**src/rtl/xfer_fifo_pkg.sv**
```systemverilog
package xfer_fifo_pkg;

  // Clamp a raw threshold into the legal range 1 .. maxv.
  function automatic int unsigned sat_thr(input int unsigned raw, input int unsigned maxv);
    if (raw == 0) return 1;
    if (raw > maxv) return maxv;
    return raw;
  endfunction

  // Service request rule for both modes and both directions.
  function automatic logic want_service(input logic en, input logic to_host,
                                        input int unsigned fill, input int unsigned thr,
                                        input int unsigned depth);
    if (!en) return to_host ? (fill == 1) : (fill == 0);
    if (to_host) return (depth - fill) <= thr;
    return fill <= thr;
  endfunction

endpackage

```
**src/rtl/xfer_fifo_store.sv**
```systemverilog
module xfer_fifo_store #(
  parameter int DEPTH = 16,
  parameter int DW    = 8,
  localparam int CW   = $clog2(DEPTH + 1),
  localparam int PW   = $clog2(DEPTH)
) (
  input  logic          clk,
  input  logic          rst,
  input  logic          en,
  input  logic          flush,
  input  logic          push,
  input  logic          pop,
  input  logic [DW-1:0] wdata,
  output logic [DW-1:0] rdata,
  output logic [CW-1:0] count,
  output logic          full,
  output logic          empty
);
  logic [DW-1:0] mem [DEPTH];
  logic [PW-1:0] wr_ptr, rd_ptr;
  logic          push_ok, pop_ok;

  assign full    = (count == (en ? CW'(DEPTH) : CW'(1)));
  assign empty   = (count == '0);
  assign push_ok = push && !full && !flush;
  assign pop_ok  = pop && !empty && !flush;
  assign rdata   = mem[rd_ptr];

  function automatic logic [PW-1:0] nxt(input logic [PW-1:0] p);
    return (p == PW'(DEPTH - 1)) ? '0 : p + 1'b1;
  endfunction

  always_ff @(posedge clk) begin
    if (rst || flush) begin
      wr_ptr <= '0;
      rd_ptr <= '0;
      count  <= '0;
    end else begin
      if (push_ok) wr_ptr <= nxt(wr_ptr);
      if (pop_ok)  rd_ptr <= nxt(rd_ptr);
      case ({push_ok, pop_ok})
        2'b10:   count <= count + 1'b1;
        2'b01:   count <= count - 1'b1;
        default: count <= count;
      endcase
    end
  end

  always_ff @(posedge clk) begin
    if (push_ok) mem[wr_ptr] <= wdata;
  end

  AST_FLUSH_EMPTY: assert property (@(posedge clk) disable iff (rst)
    flush |=> empty);
  AST_NO_OVERFLOW: assert property (@(posedge clk) disable iff (rst)
    (push && full && !pop) |=> $stable(count));
  AST_DEPTH_LIMIT: assert property (@(posedge clk) disable iff (rst)
    !en |-> count <= CW'(1));

endmodule

```
**src/rtl/xfer_fifo_ctl.sv**
```systemverilog
module xfer_fifo_ctl #(
  parameter int DEPTH = 16,
  parameter int RAW_W = 5,
  localparam int TW   = $clog2(DEPTH)
) (
  input  logic             clk,
  input  logic             rst,
  input  logic             cfg_wr,
  input  logic             cfg_en,
  input  logic [RAW_W-1:0] cfg_thr,
  input  logic             dir_in,
  input  logic             ovr_evt,
  input  logic             unr_evt,
  output logic             en,
  output logic [TW-1:0]    thr,
  output logic             dir,
  output logic             flush,
  output logic             overrun,
  output logic             underrun
);
  import xfer_fifo_pkg::*;

  logic dir_chg, en_chg;

  assign dir_chg = (dir_in != dir);
  assign en_chg  = cfg_wr && (cfg_en != en);
  assign flush   = dir_chg || en_chg;

  always_ff @(posedge clk) begin
    if (rst) begin
      en       <= 1'b0;
      thr      <= TW'(1);
      dir      <= 1'b0;
      overrun  <= 1'b0;
      underrun <= 1'b0;
    end else begin
      dir <= dir_in;
      if (cfg_wr) begin
        en       <= cfg_en;
        thr      <= TW'(sat_thr(int'(cfg_thr), DEPTH - 1));
        overrun  <= 1'b0;
        underrun <= 1'b0;
      end else begin
        if (ovr_evt) overrun  <= 1'b1;
        if (unr_evt) underrun <= 1'b1;
      end
    end
  end

  AST_THR_RANGE: assert property (@(posedge clk) disable iff (rst)
    (thr >= TW'(1)) && (int'(thr) <= DEPTH - 1));
  AST_OVR_STICKY: assert property (@(posedge clk) disable iff (rst)
    (overrun && !cfg_wr) |=> overrun);
  AST_UNR_STICKY: assert property (@(posedge clk) disable iff (rst)
    (underrun && !cfg_wr) |=> underrun);

endmodule

```
**src/rtl/xfer_fifo_req.sv**
```systemverilog
module xfer_fifo_req #(
  parameter int DEPTH = 16,
  localparam int CW   = $clog2(DEPTH + 1),
  localparam int TW   = $clog2(DEPTH)
) (
  input  logic          clk,
  input  logic          rst,
  input  logic          en,
  input  logic          dir,
  input  logic [CW-1:0] count,
  input  logic [TW-1:0] thr,
  input  logic          full,
  input  logic          empty,
  output logic          rqm,
  output logic          dma_req
);
  import xfer_fifo_pkg::*;

  assign rqm     = want_service(en, dir, int'(count), int'(thr), DEPTH);
  assign dma_req = rqm;

  AST_NO_REQ_FULL_WRITE: assert property (@(posedge clk) disable iff (rst)
    (!dir && full) |-> !rqm);
  AST_NO_REQ_EMPTY_READ: assert property (@(posedge clk) disable iff (rst)
    (dir && empty) |-> !rqm);

endmodule

```
**src/rtl/xfer_fifo.sv**
```systemverilog
module xfer_fifo #(
  parameter int DEPTH = 16,
  parameter int DW    = 8,
  parameter int RAW_W = 5
) (
  input  logic             clk,
  input  logic             rst,
  input  logic             cfg_wr,
  input  logic             cfg_en,
  input  logic [RAW_W-1:0] cfg_thr,
  input  logic             dir_to_host,
  input  logic             host_wr,
  input  logic [DW-1:0]    host_wdata,
  input  logic             host_rd,
  output logic [DW-1:0]    host_rdata,
  input  logic             core_wr,
  input  logic [DW-1:0]    core_wdata,
  input  logic             core_rd,
  output logic [DW-1:0]    core_rdata,
  output logic             rqm,
  output logic             dio,
  output logic             dma_req,
  output logic             overrun,
  output logic             underrun
);
  localparam int CW = $clog2(DEPTH + 1);
  localparam int TW = $clog2(DEPTH);

  logic          en, dir, flush, full, empty, push, pop, ovr_evt, unr_evt;
  logic [TW-1:0] thr;
  logic [CW-1:0] count;
  logic [DW-1:0] wdata, head;

  // Direction picks which side fills and which side drains.
  assign push    = dir ? core_wr : host_wr;
  assign pop     = dir ? host_rd : core_rd;
  assign wdata   = dir ? core_wdata : host_wdata;
  assign ovr_evt = dir && core_wr && full && !flush;
  assign unr_evt = !dir && core_rd && empty && !flush;

  xfer_fifo_ctl #(.DEPTH(DEPTH), .RAW_W(RAW_W)) ctl_i (
    .clk(clk), .rst(rst), .cfg_wr(cfg_wr), .cfg_en(cfg_en), .cfg_thr(cfg_thr),
    .dir_in(dir_to_host), .ovr_evt(ovr_evt), .unr_evt(unr_evt),
    .en(en), .thr(thr), .dir(dir), .flush(flush),
    .overrun(overrun), .underrun(underrun));

  xfer_fifo_store #(.DEPTH(DEPTH), .DW(DW)) store_i (
    .clk(clk), .rst(rst), .en(en), .flush(flush), .push(push), .pop(pop),
    .wdata(wdata), .rdata(head), .count(count), .full(full), .empty(empty));

  xfer_fifo_req #(.DEPTH(DEPTH)) req_i (
    .clk(clk), .rst(rst), .en(en), .dir(dir), .count(count), .thr(thr),
    .full(full), .empty(empty), .rqm(rqm), .dma_req(dma_req));

  assign host_rdata = head;
  assign core_rdata = head;
  assign dio        = dir;

  AST_DIO_TRACKS: assert property (@(posedge clk) disable iff (rst)
    1'b1 |=> dio == $past(dir_to_host));
  AST_OVR_SETS: assert property (@(posedge clk) disable iff (rst)
    (dio && core_wr && !cfg_wr && dir_to_host && full) |=> overrun);
  AST_UNR_SETS: assert property (@(posedge clk) disable iff (rst)
    (!dio && core_rd && !cfg_wr && !dir_to_host && empty) |=> underrun);

endmodule

```
**config.mk**
```make
export PLATFORM = sky130hd
export DESIGN_NAME = xfer_fifo
export DESIGN_NICKNAME = d
export VERILOG_FILES = /design/src/rtl/xfer_fifo_pkg.sv /design/src/rtl/xfer_fifo_store.sv /design/src/rtl/xfer_fifo_ctl.sv /design/src/rtl/xfer_fifo_req.sv /design/src/rtl/xfer_fifo.sv
export SDC_FILE = /design/constraint.sdc
export NUM_CORES = 1
export LEC_CHECK = 0
export ABC_CLOCK_PERIOD_IN_PS = 3800
export CELL_PAD_IN_SITES_DETAIL_PLACEMENT = 0
export CELL_PAD_IN_SITES_GLOBAL_PLACEMENT = 1
export CORE_ASPECT_RATIO = 1.75
export CORE_MARGIN = 5
export CORE_UTILIZATION = 39
export CTS_CLUSTER_DIAMETER = 120
export CTS_CLUSTER_SIZE = 14
export DETAILED_ROUTE_END_ITERATION = 8
export GPL_TIMING_DRIVEN = 0
export PLACE_DENSITY = 0.69
export REMOVE_ABC_BUFFERS = 1
export SYNTH_ARGS = -nofsm -noshare
export SYNTH_HDL_FRONTEND = slang
export SYNTH_HIERARCHICAL = 1
export SYNTH_SLANG_ARGS = --single-unit
```
**constraint.sdc**
```tcl
create_clock -name clk -period 3.8 [get_ports clk]
set_clock_uncertainty 0.05 [all_clocks]
set_input_delay 0.76 -clock clk [delete_from_list [all_inputs] [get_ports clk]]
set_output_delay 0.76 -clock clk [all_outputs]
set_load 0.005 [all_outputs]
```
==> results of run 1 <==
[final cells by class]
type	instances	area (um^2)	area share, %
well taps	227	284	3.57
clock inverters	14	126	1.59
flip-flops and latches	153	4360	54.7
inverters	11	41.3	0.518
repair buffers	54	543	6.82
clock buffers	18	429	5.39
multi-input cells	232	2180	27.4
[tightest hold or removal path: cells and delay by family (launching register included)]
kind	cells	cell delay, ns
AO/OA/AOI/OAI	1	0.05
flip-flops	1	0.31
AND/OR/NAND/NOR	1	0.08
[power groups by stage]
stage	registers, uW	clock network [uW]	logic (uW)
6_report	1850	1570	212
5_1_grt	1850	1680	231
4_1_cts	1850	1600	215
3_5_place_dp	1890	0	211
3_3_place_gp	1890	0	202
2_1_floorplan	1890	0	104
[registers in the layout, summed over array words and instances, names as in the netlist, named ones only]
register,flops
store_i/mem,128
store_i/count,5
ctl_i/thr,4
store_i/rd_ptr,4
store_i/wr_ptr,4
ctl_i/dir,1
ctl_i/en,1
ctl_i/overrun,1
ctl_i/underrun,1
[synth_stat cells (all sizes together) (2+ instances only)]
master,count
edfxtp,128
nor2,36
mux4,32
dfxtp,25
buf,22
ha,19
nand2,18
a22oi,16
nand3,15
inv,11
mux2,10
a21oi,6
clkbuf,6
mux2i,6
a21o,5
or3,5
xor2,5
a211oi,4
nor3,4
o21ai,4
and3,3
nor2b,3
nor4,3
a311o,2
and4b,2
nand3b,2
nand4,2
nand4b,2
nor4bb,2
o211ai,2
or2,2
or3b,2
or4,2
xnor2,2
[layer usage]
| layer | share of wire, % | track usage [%] |
|---|---|---|
| met4 | 0.97 | 4.84 |
| met1 | 38 | 16.3 |
| met3 | 2.6 | 2.85 |
| met2 | 59 | 28.9 |
| met5 | 0 | 0 |
[final timing paths]
| check | slack [ns] | to |
|---|---|---|
| max | 0.17 | dma_req |
| min | 0.44 | ctl_i/thr[1] |
| max reg2reg | 0.45 | store_i/count[2] |
| min reg2reg | 0.44 | ctl_i/thr[1] |
[cell families after synthesis]
logic type,synth area share [%]
multiplexers,13.7
AO/OA/AOI/OAI,5.62
AND/OR/NAND/NOR,8.58
XOR/XNOR,0.910
flip-flops,64.5
buffers and inverters,3.21
adder cells (fa/ha/maj),3.53
[stage by stage]
stage	std cells	total power, uW
2_1_floorplan	396	1990
3_3_place_gp	673	2090
3_5_place_dp	674	2100
4_1_cts	707	3670
5_1_grt	709	3760
6_report	709	3630
[timing repair]
item	in CTS	in global routing
pin swaps	0	1
endpoints found under the setup margin	2	10
gates resized for setup	5	2
setup buffers	1	2
==> summary.txt, run 1 <==
Setup path
  – Crit path required time: 2.99 ns
  – CP cell instances: inv_1 -> ha_1 -> xnor2_1 -> ha_1 -> and3b_1 -> a2111oi_2 -> o221ai_1 -> nand3_1 -> clkdlybuf4s50_1
  – Worst Setup SP: store_i/count[1]
  – CP peak stage delay: 0.52 ns
  – CP delay by family, top: buffers and inverters
  – Setup CP Type: reg2out
  – Critical Path Sink Type: output pin
  – Slowest-stage cell, CP: clkdlybuf4s50_1
  – Worst r2r src: ctl_i/dir
  – Levels on crit path: 9
  – Most used cell, CP: ha_1
  – Critical Path Start Type: flip-flop
  – Max FO, Critical Path: 6
  – Reg2Reg Depth: 10
  – Critical Path AT: around 2.8 ns
  – Crit path buf inv count: 2

STA
  – Post-route setup slack: 0.173 ns
  – Fin. max-slew vios: 0
  – Setup TNS: 0 ns
  – Period utilisation layout: a little over nine tenths
  – Final Hold Slack: 0.437 ns
  – Worst-Margin Slew: 1.01 ns
  – Slew Limit Headroom: between 30% and 40%
  – Min cycle time layout: 3.63 ns
  – RSZ-0062 raised after global routing: false
  – Hold Vio Cnt, Final: 0
  – Max Clk Rate: ~280 MHz
  – Final setup vio count: 0

Yosys
  – Ys async rst share: 0%
  – Sequential share of the synthesized area: 64.5%
  – Synthesized area: 6740 um^2
  – Cell count after synthesis: around 420
  – Synthesized area per cell: 15.9 um^2
  – Synth top area share: 57.0%
  – Top_reg_cell synth: edfxtp_1
  – Largest cells by area after synthesis: edfxtp_1 57%, mux4_2 11%, dfxtp_1 7.4%, ha_1 3.5%, nor2_1 2.0%
  – Post-synth EDFFs: between 100 and 150
  – Seq cells post-synth: 153
  – Biggest area consumer among synthesized cells: edfxtp_1
  – Yosys synthesis warning count: 6
  – Synth cell types: 60

Clocking
  – H-tree depth: 4
  – Clock Latency Late Sink: 0.41 ns
  – CTS tree: built
  – Clock sinks: 153
  – CTS Hold Bufs: 0
  – CTS buffer count: 17
  – Clock-pin slew on the worst setup and hold paths: approximately 0.060 ns
  – Max Buffers Root-to-Sink: 2
  – CTS root buffer: clkbuf_16

Global routing
  – First-pass GRT wire length: 22,300 um
  – GRT Overall Usage: 15.1%
  – Vias in the first global route: 4,045
  – GR Overflow Total: 0
  – Largest net degree at the start of global routing: 33
  – Antenna violations before repair: 0

Job
  – Max cap viols: 0

Hold path
  – Hold depth: 2
  – Hold Crit Start: ctl_i/thr[1]
  – Hold/Removal Path Class: reg2reg

Placed design
  – Post-DP HPWL: 10,100 um
  – Pre-CTS setup slack: 0.123 ns
  – RePlAce Congestion: approximately 0.75
  – Port bufs: 50
  – Area of placed instances: 7370 um^2

Routing
  – DRC viols: 0
  – Antenna Violating Nets Remaining: 0
  – Drt total wl: between 10,000 and 15,000 um
  – Starting DRT DRC Count: 157
  – Vias: between 3,000 and 4,000
  – Pre-antenna DRT Iters: 4
  – Vias/cell: 5.38
  – Drt wl/cell: slightly above 20 um

Floorplan
  – Initial Util: 39.8%
  – Core Rows: 63
  – Die width: 109 um
  – Die ar.: 20,100 um^2
  – I/O pins: 51
  – Die Ht: 184 um
  – CORE AREA: 16,900 um^2

Layout
  – Final instance area: roughly 8000 um^2
  – # fillers: 1,449
  – Final core occ: 47.0%
  – Fraction of layout cells with a size suffix above 1: 18.7%
  – N_diodes: 0
  – Most frequent cells in the layout: 128 x edfxtp_1, 50 x clkdlybuf4s50_1, 36 x nor2_1, 32 x mux4_2, 20 x dfxtp_1
  – Commonest non-fill, non-tap cell in the layout: edfxtp_1
  – Final nets: a little over 500
  – Synthesis-to-finish area growth: 18.2%

Pwr
  – Int Pwr: 2810 uW
  – PD cells: 456 nW/um^2
  – Switching share of power: a little under a quarter
  – Worst VDD drop: 0.319 mV
  – Sequential fraction of design power: between 50% and 60%
  – Combinational Power Share: 5.8%
  – Switch Pwr: 826 uW
  – P_leak: 0.00264 uW
  – Clock Power Share: 43.2%

Status
  – Status: completed
Power figures use the tool's default switching activity.
==> run 2, diff against run 1 <==
--- a/config.mk
+++ b/config.mk
@@ -10,12 +10,12 @@
 export CELL_PAD_IN_SITES_GLOBAL_PLACEMENT = 1
 export CORE_ASPECT_RATIO = 1.75
 export CORE_MARGIN = 5
-export CORE_UTILIZATION = 39
+export CORE_UTILIZATION = 27
 export CTS_CLUSTER_DIAMETER = 120
 export CTS_CLUSTER_SIZE = 14
 export DETAILED_ROUTE_END_ITERATION = 8
 export GPL_TIMING_DRIVEN = 0
-export PLACE_DENSITY = 0.69
+export PLACE_DENSITY = 0.53
 export REMOVE_ABC_BUFFERS = 1
 export SYNTH_ARGS = -nofsm -noshare
 export SYNTH_HDL_FRONTEND = slang
==> run 2 against run 1 <==
Cell count is 12% higher; utilization is 14 points lower; design area is 1.5% higher; sequential cell count stayed put; worst hold slack better by 0.00055 ns; global-route usage is 3.5 points lower; sequential share of layout area is 0.80 points lower; critical path depth is 5 lower; sequential power hardly changed; fmax is 3.1% higher; die area is 41% higher; worst setup slack better by 0.11 ns; critical path type unchanged; largest cell class unchanged.
==> summary.txt, run 2 (same netlist as run 1, synthesis figures left out) <==
STA
  – Hold Vio Cnt, Final: 0 (unchanged)
  – Min cycle time layout: 3.52 ns (-0.108 ns)
  – RSZ-0062 raised after global routing: false
  – Max Clk Rate: 284 MHz (+3.1%)
  – Worst-Margin Slew: 1.05 ns (+0.0429 ns)
  – Final setup vio count: 0 (unchanged)
  – Post-route setup slack: 0.281 ns (+0.108 ns)
  – Period utilisation layout: 92.6% (-2.8 points)
  – Slew Limit Headroom: 29.8% (-3.0 points)
  – Fin. max-slew vios: 0 (unchanged)

Layout
  – Most frequent cells in the layout: 128 x edfxtp_1, 48 x clkdlybuf4s50_1, 36 x nor2_1, 32 x mux4_2, 20 x dfxtp_1
  – Max reg flops: 128 (unchanged)
  – Synthesis-to-finish area growth: 19.9%
  – Reg area: 4360 um^2 (unchanged)
  – Biggest regs: store_i/mem x128, store_i/count x5
  – Most flop-heavy register: store_i/mem
  – # fillers: 2,397 (+65%)
  – Fraction of layout cells with a size suffix above 1: 18.3% (-0.41 points)
  – N_diodes: 0 (unchanged)
  – Final nets: 518 (unchanged)
  – Area of the multi-input gates: 2180 um^2 (unchanged)
  – Final instance area: 8080 um^2 (+1.5%)
  – Final core occ: 32.8% (-14 points)
  – Commonest non-fill, non-tap cell in the layout: edfxtp_1

Floorplan
  – CORE AREA: 24,600 um^2 (+45%)
  – Die width: 129 um (+18%)
  – Die Ht: 219 um (+19%)
  – Initial Util: 27.4% (-12 points)
  – Die ar.: 28,300 um^2 (+41%)
  – Core Rows: 76 (+21%)
  – I/O pins: 51 (unchanged)

Placed design
  – Area of placed instances: 7480 um^2 (+1.4%)
  – Port bufs: 50 (unchanged)
  – Pre-CTS setup slack: 0.0494 ns (-0.0735 ns)
  – RePlAce Congestion: 0.756 (+1.2%)
  – Post-DP HPWL: 11,100 um (+9.9%)

Routing
  – Vias: 3,825 (+0.34%)
  – Vias/cell: 4.82 (-10%)
  – DRC viols: 0 (unchanged)
  – Antenna Violating Nets Remaining: 0 (unchanged)
  – Drt total wl: 15,800 um (+10%)
  – Starting DRT DRC Count: 171 (+8.9%)
  – Pre-antenna DRT Iters: 4 (unchanged)
  – Drt wl/cell: 19.9 um (-1.6%)

Pwr
  – PD cells: 456 nW/um^2 (about the same)
  – P_leak: 0.00266 uW (+0.53%)
  – Pwr Total: 3680 uW (+1.4%)
  – Worst VDD drop: 0.318 mV (-0.38%)

Clocking
  – CTS buffer count: 17 (unchanged)
  – Clock Latency Late Sink: 0.42 ns (about the same)
  – CTS tree: built
  – H-tree depth: 4 (unchanged)
  – Max Buffers Root-to-Sink: 2 (unchanged)
  – CTS Hold Bufs: 0 (unchanged)
  – Clock-pin slew on the worst setup and hold paths: 0.06 ns (about the same)
  – Clock sinks: 153 (unchanged)
  – CTS root buffer: clkbuf_16

Status
  – Status: completed

Setup path
  – Critical Path AT: 2.71 ns (-0.11 ns)
  – Critical Path Start Type: flip-flop
  – Worst r2r dst: store_i/count[2]
  – Worst setup endpoint: core_rdata[7]
  – Crit path required time: 2.99 ns (about the same)
  – Reg2Reg Depth: 10 (unchanged)
  – Worst r2r src: ctl_i/dir
  – Setup CP Type: reg2out
  – R2R Setup Slk: 0.39 ns (-0.06 ns)
  – Critical Path Sink Type: output pin
  – Max FO, Critical Path: 32 (+26)

Job
  – Max cap viols: 0 (unchanged)

Global routing
  – GR Overflow Total: 0 (unchanged)
  – Antenna violations before repair: 0 (unchanged)
  – Largest net degree at the start of global routing: 33 (unchanged)
  – First-pass GRT wire length: 24,200 um (+8.5%)
  – Vias in the first global route: 4,088 (+1.1%)
  – GRT Overall Usage: 11.6% (-3.5 points)

Hold path
  – Hold/Removal Path Class: reg2reg
## run 2: worst min path at each step
stage	start	endpoint	slack [ns]	cells past startpoint
4_1_cts	store_i/rd_ptr[3]	store_i/rd_ptr[3]	0.44	2
2_1_floorplan	store_i/rd_ptr[3]	flip-flop	0.40	2
5_1_grt	ctl_i/thr[1]	ctl_i/thr[1]	0.46	2
3_3_place_gp	store_i/rd_ptr[3]	store_i/rd_ptr[3]	0.42	2
3_5_place_dp	store_i/rd_ptr[3]	store_i/rd_ptr[3]	0.43	2
6_report	ctl_i/thr[1]	ctl_i/thr[1]	0.44	2
## run 2: layer usage
| metal | up-vias | part of all wire, % | global-route usage, % |
|---|---|---|---|
| met5 | - | 0 | 0 |
| met4 | 0 | 2.0 | 4.20 |
| met3 | 21 | 2.9 | 2.41 |
| met2 | 74 | 58 | 22.9 |
| met1 | 1967 | 37 | 11.8 |
| li1 | 1763 | - | - |
## run 2: power breakdown
part	internal, uW	switching, uW
Sequential	1840	12.4
Clock	956	660
Combinational	104	112
Total	2900	784
## run 2: final cells by class
cell class,instances,share of cell area (%)
tap,312,4.83
clock buffer,18,5.31
timing repair buffer,54,6.78
sequential,153,53.9
clock inverter,14,1.64
multi-input combinational,232,27.0
inverter,11,0.511
## run 2: worst max-delay path: stages (launching register included)
cell and delay, ns:
dfxtp_2 0.93, mux4_2 0.43, a22oi_1 0.29, nand2_1 0.15, clkdlybuf4s50_1 0.47
## run 2: stage by stage
stage	instances	setup TNS (ns)	hold WS [ns]
finish	794	0	0.438
global route	794	0	0.465
CTS	793	0	0.435
detailed placement	759	0	0.427
global placement	758	-8.74	0.424
floorplan	396	0	0.400
## run 2: repair_timing
action                     CTS  global route
resized for setup            5             4
pin swaps                    1             2
buffers inserted             2             1
setup endpoints to repair    2            10
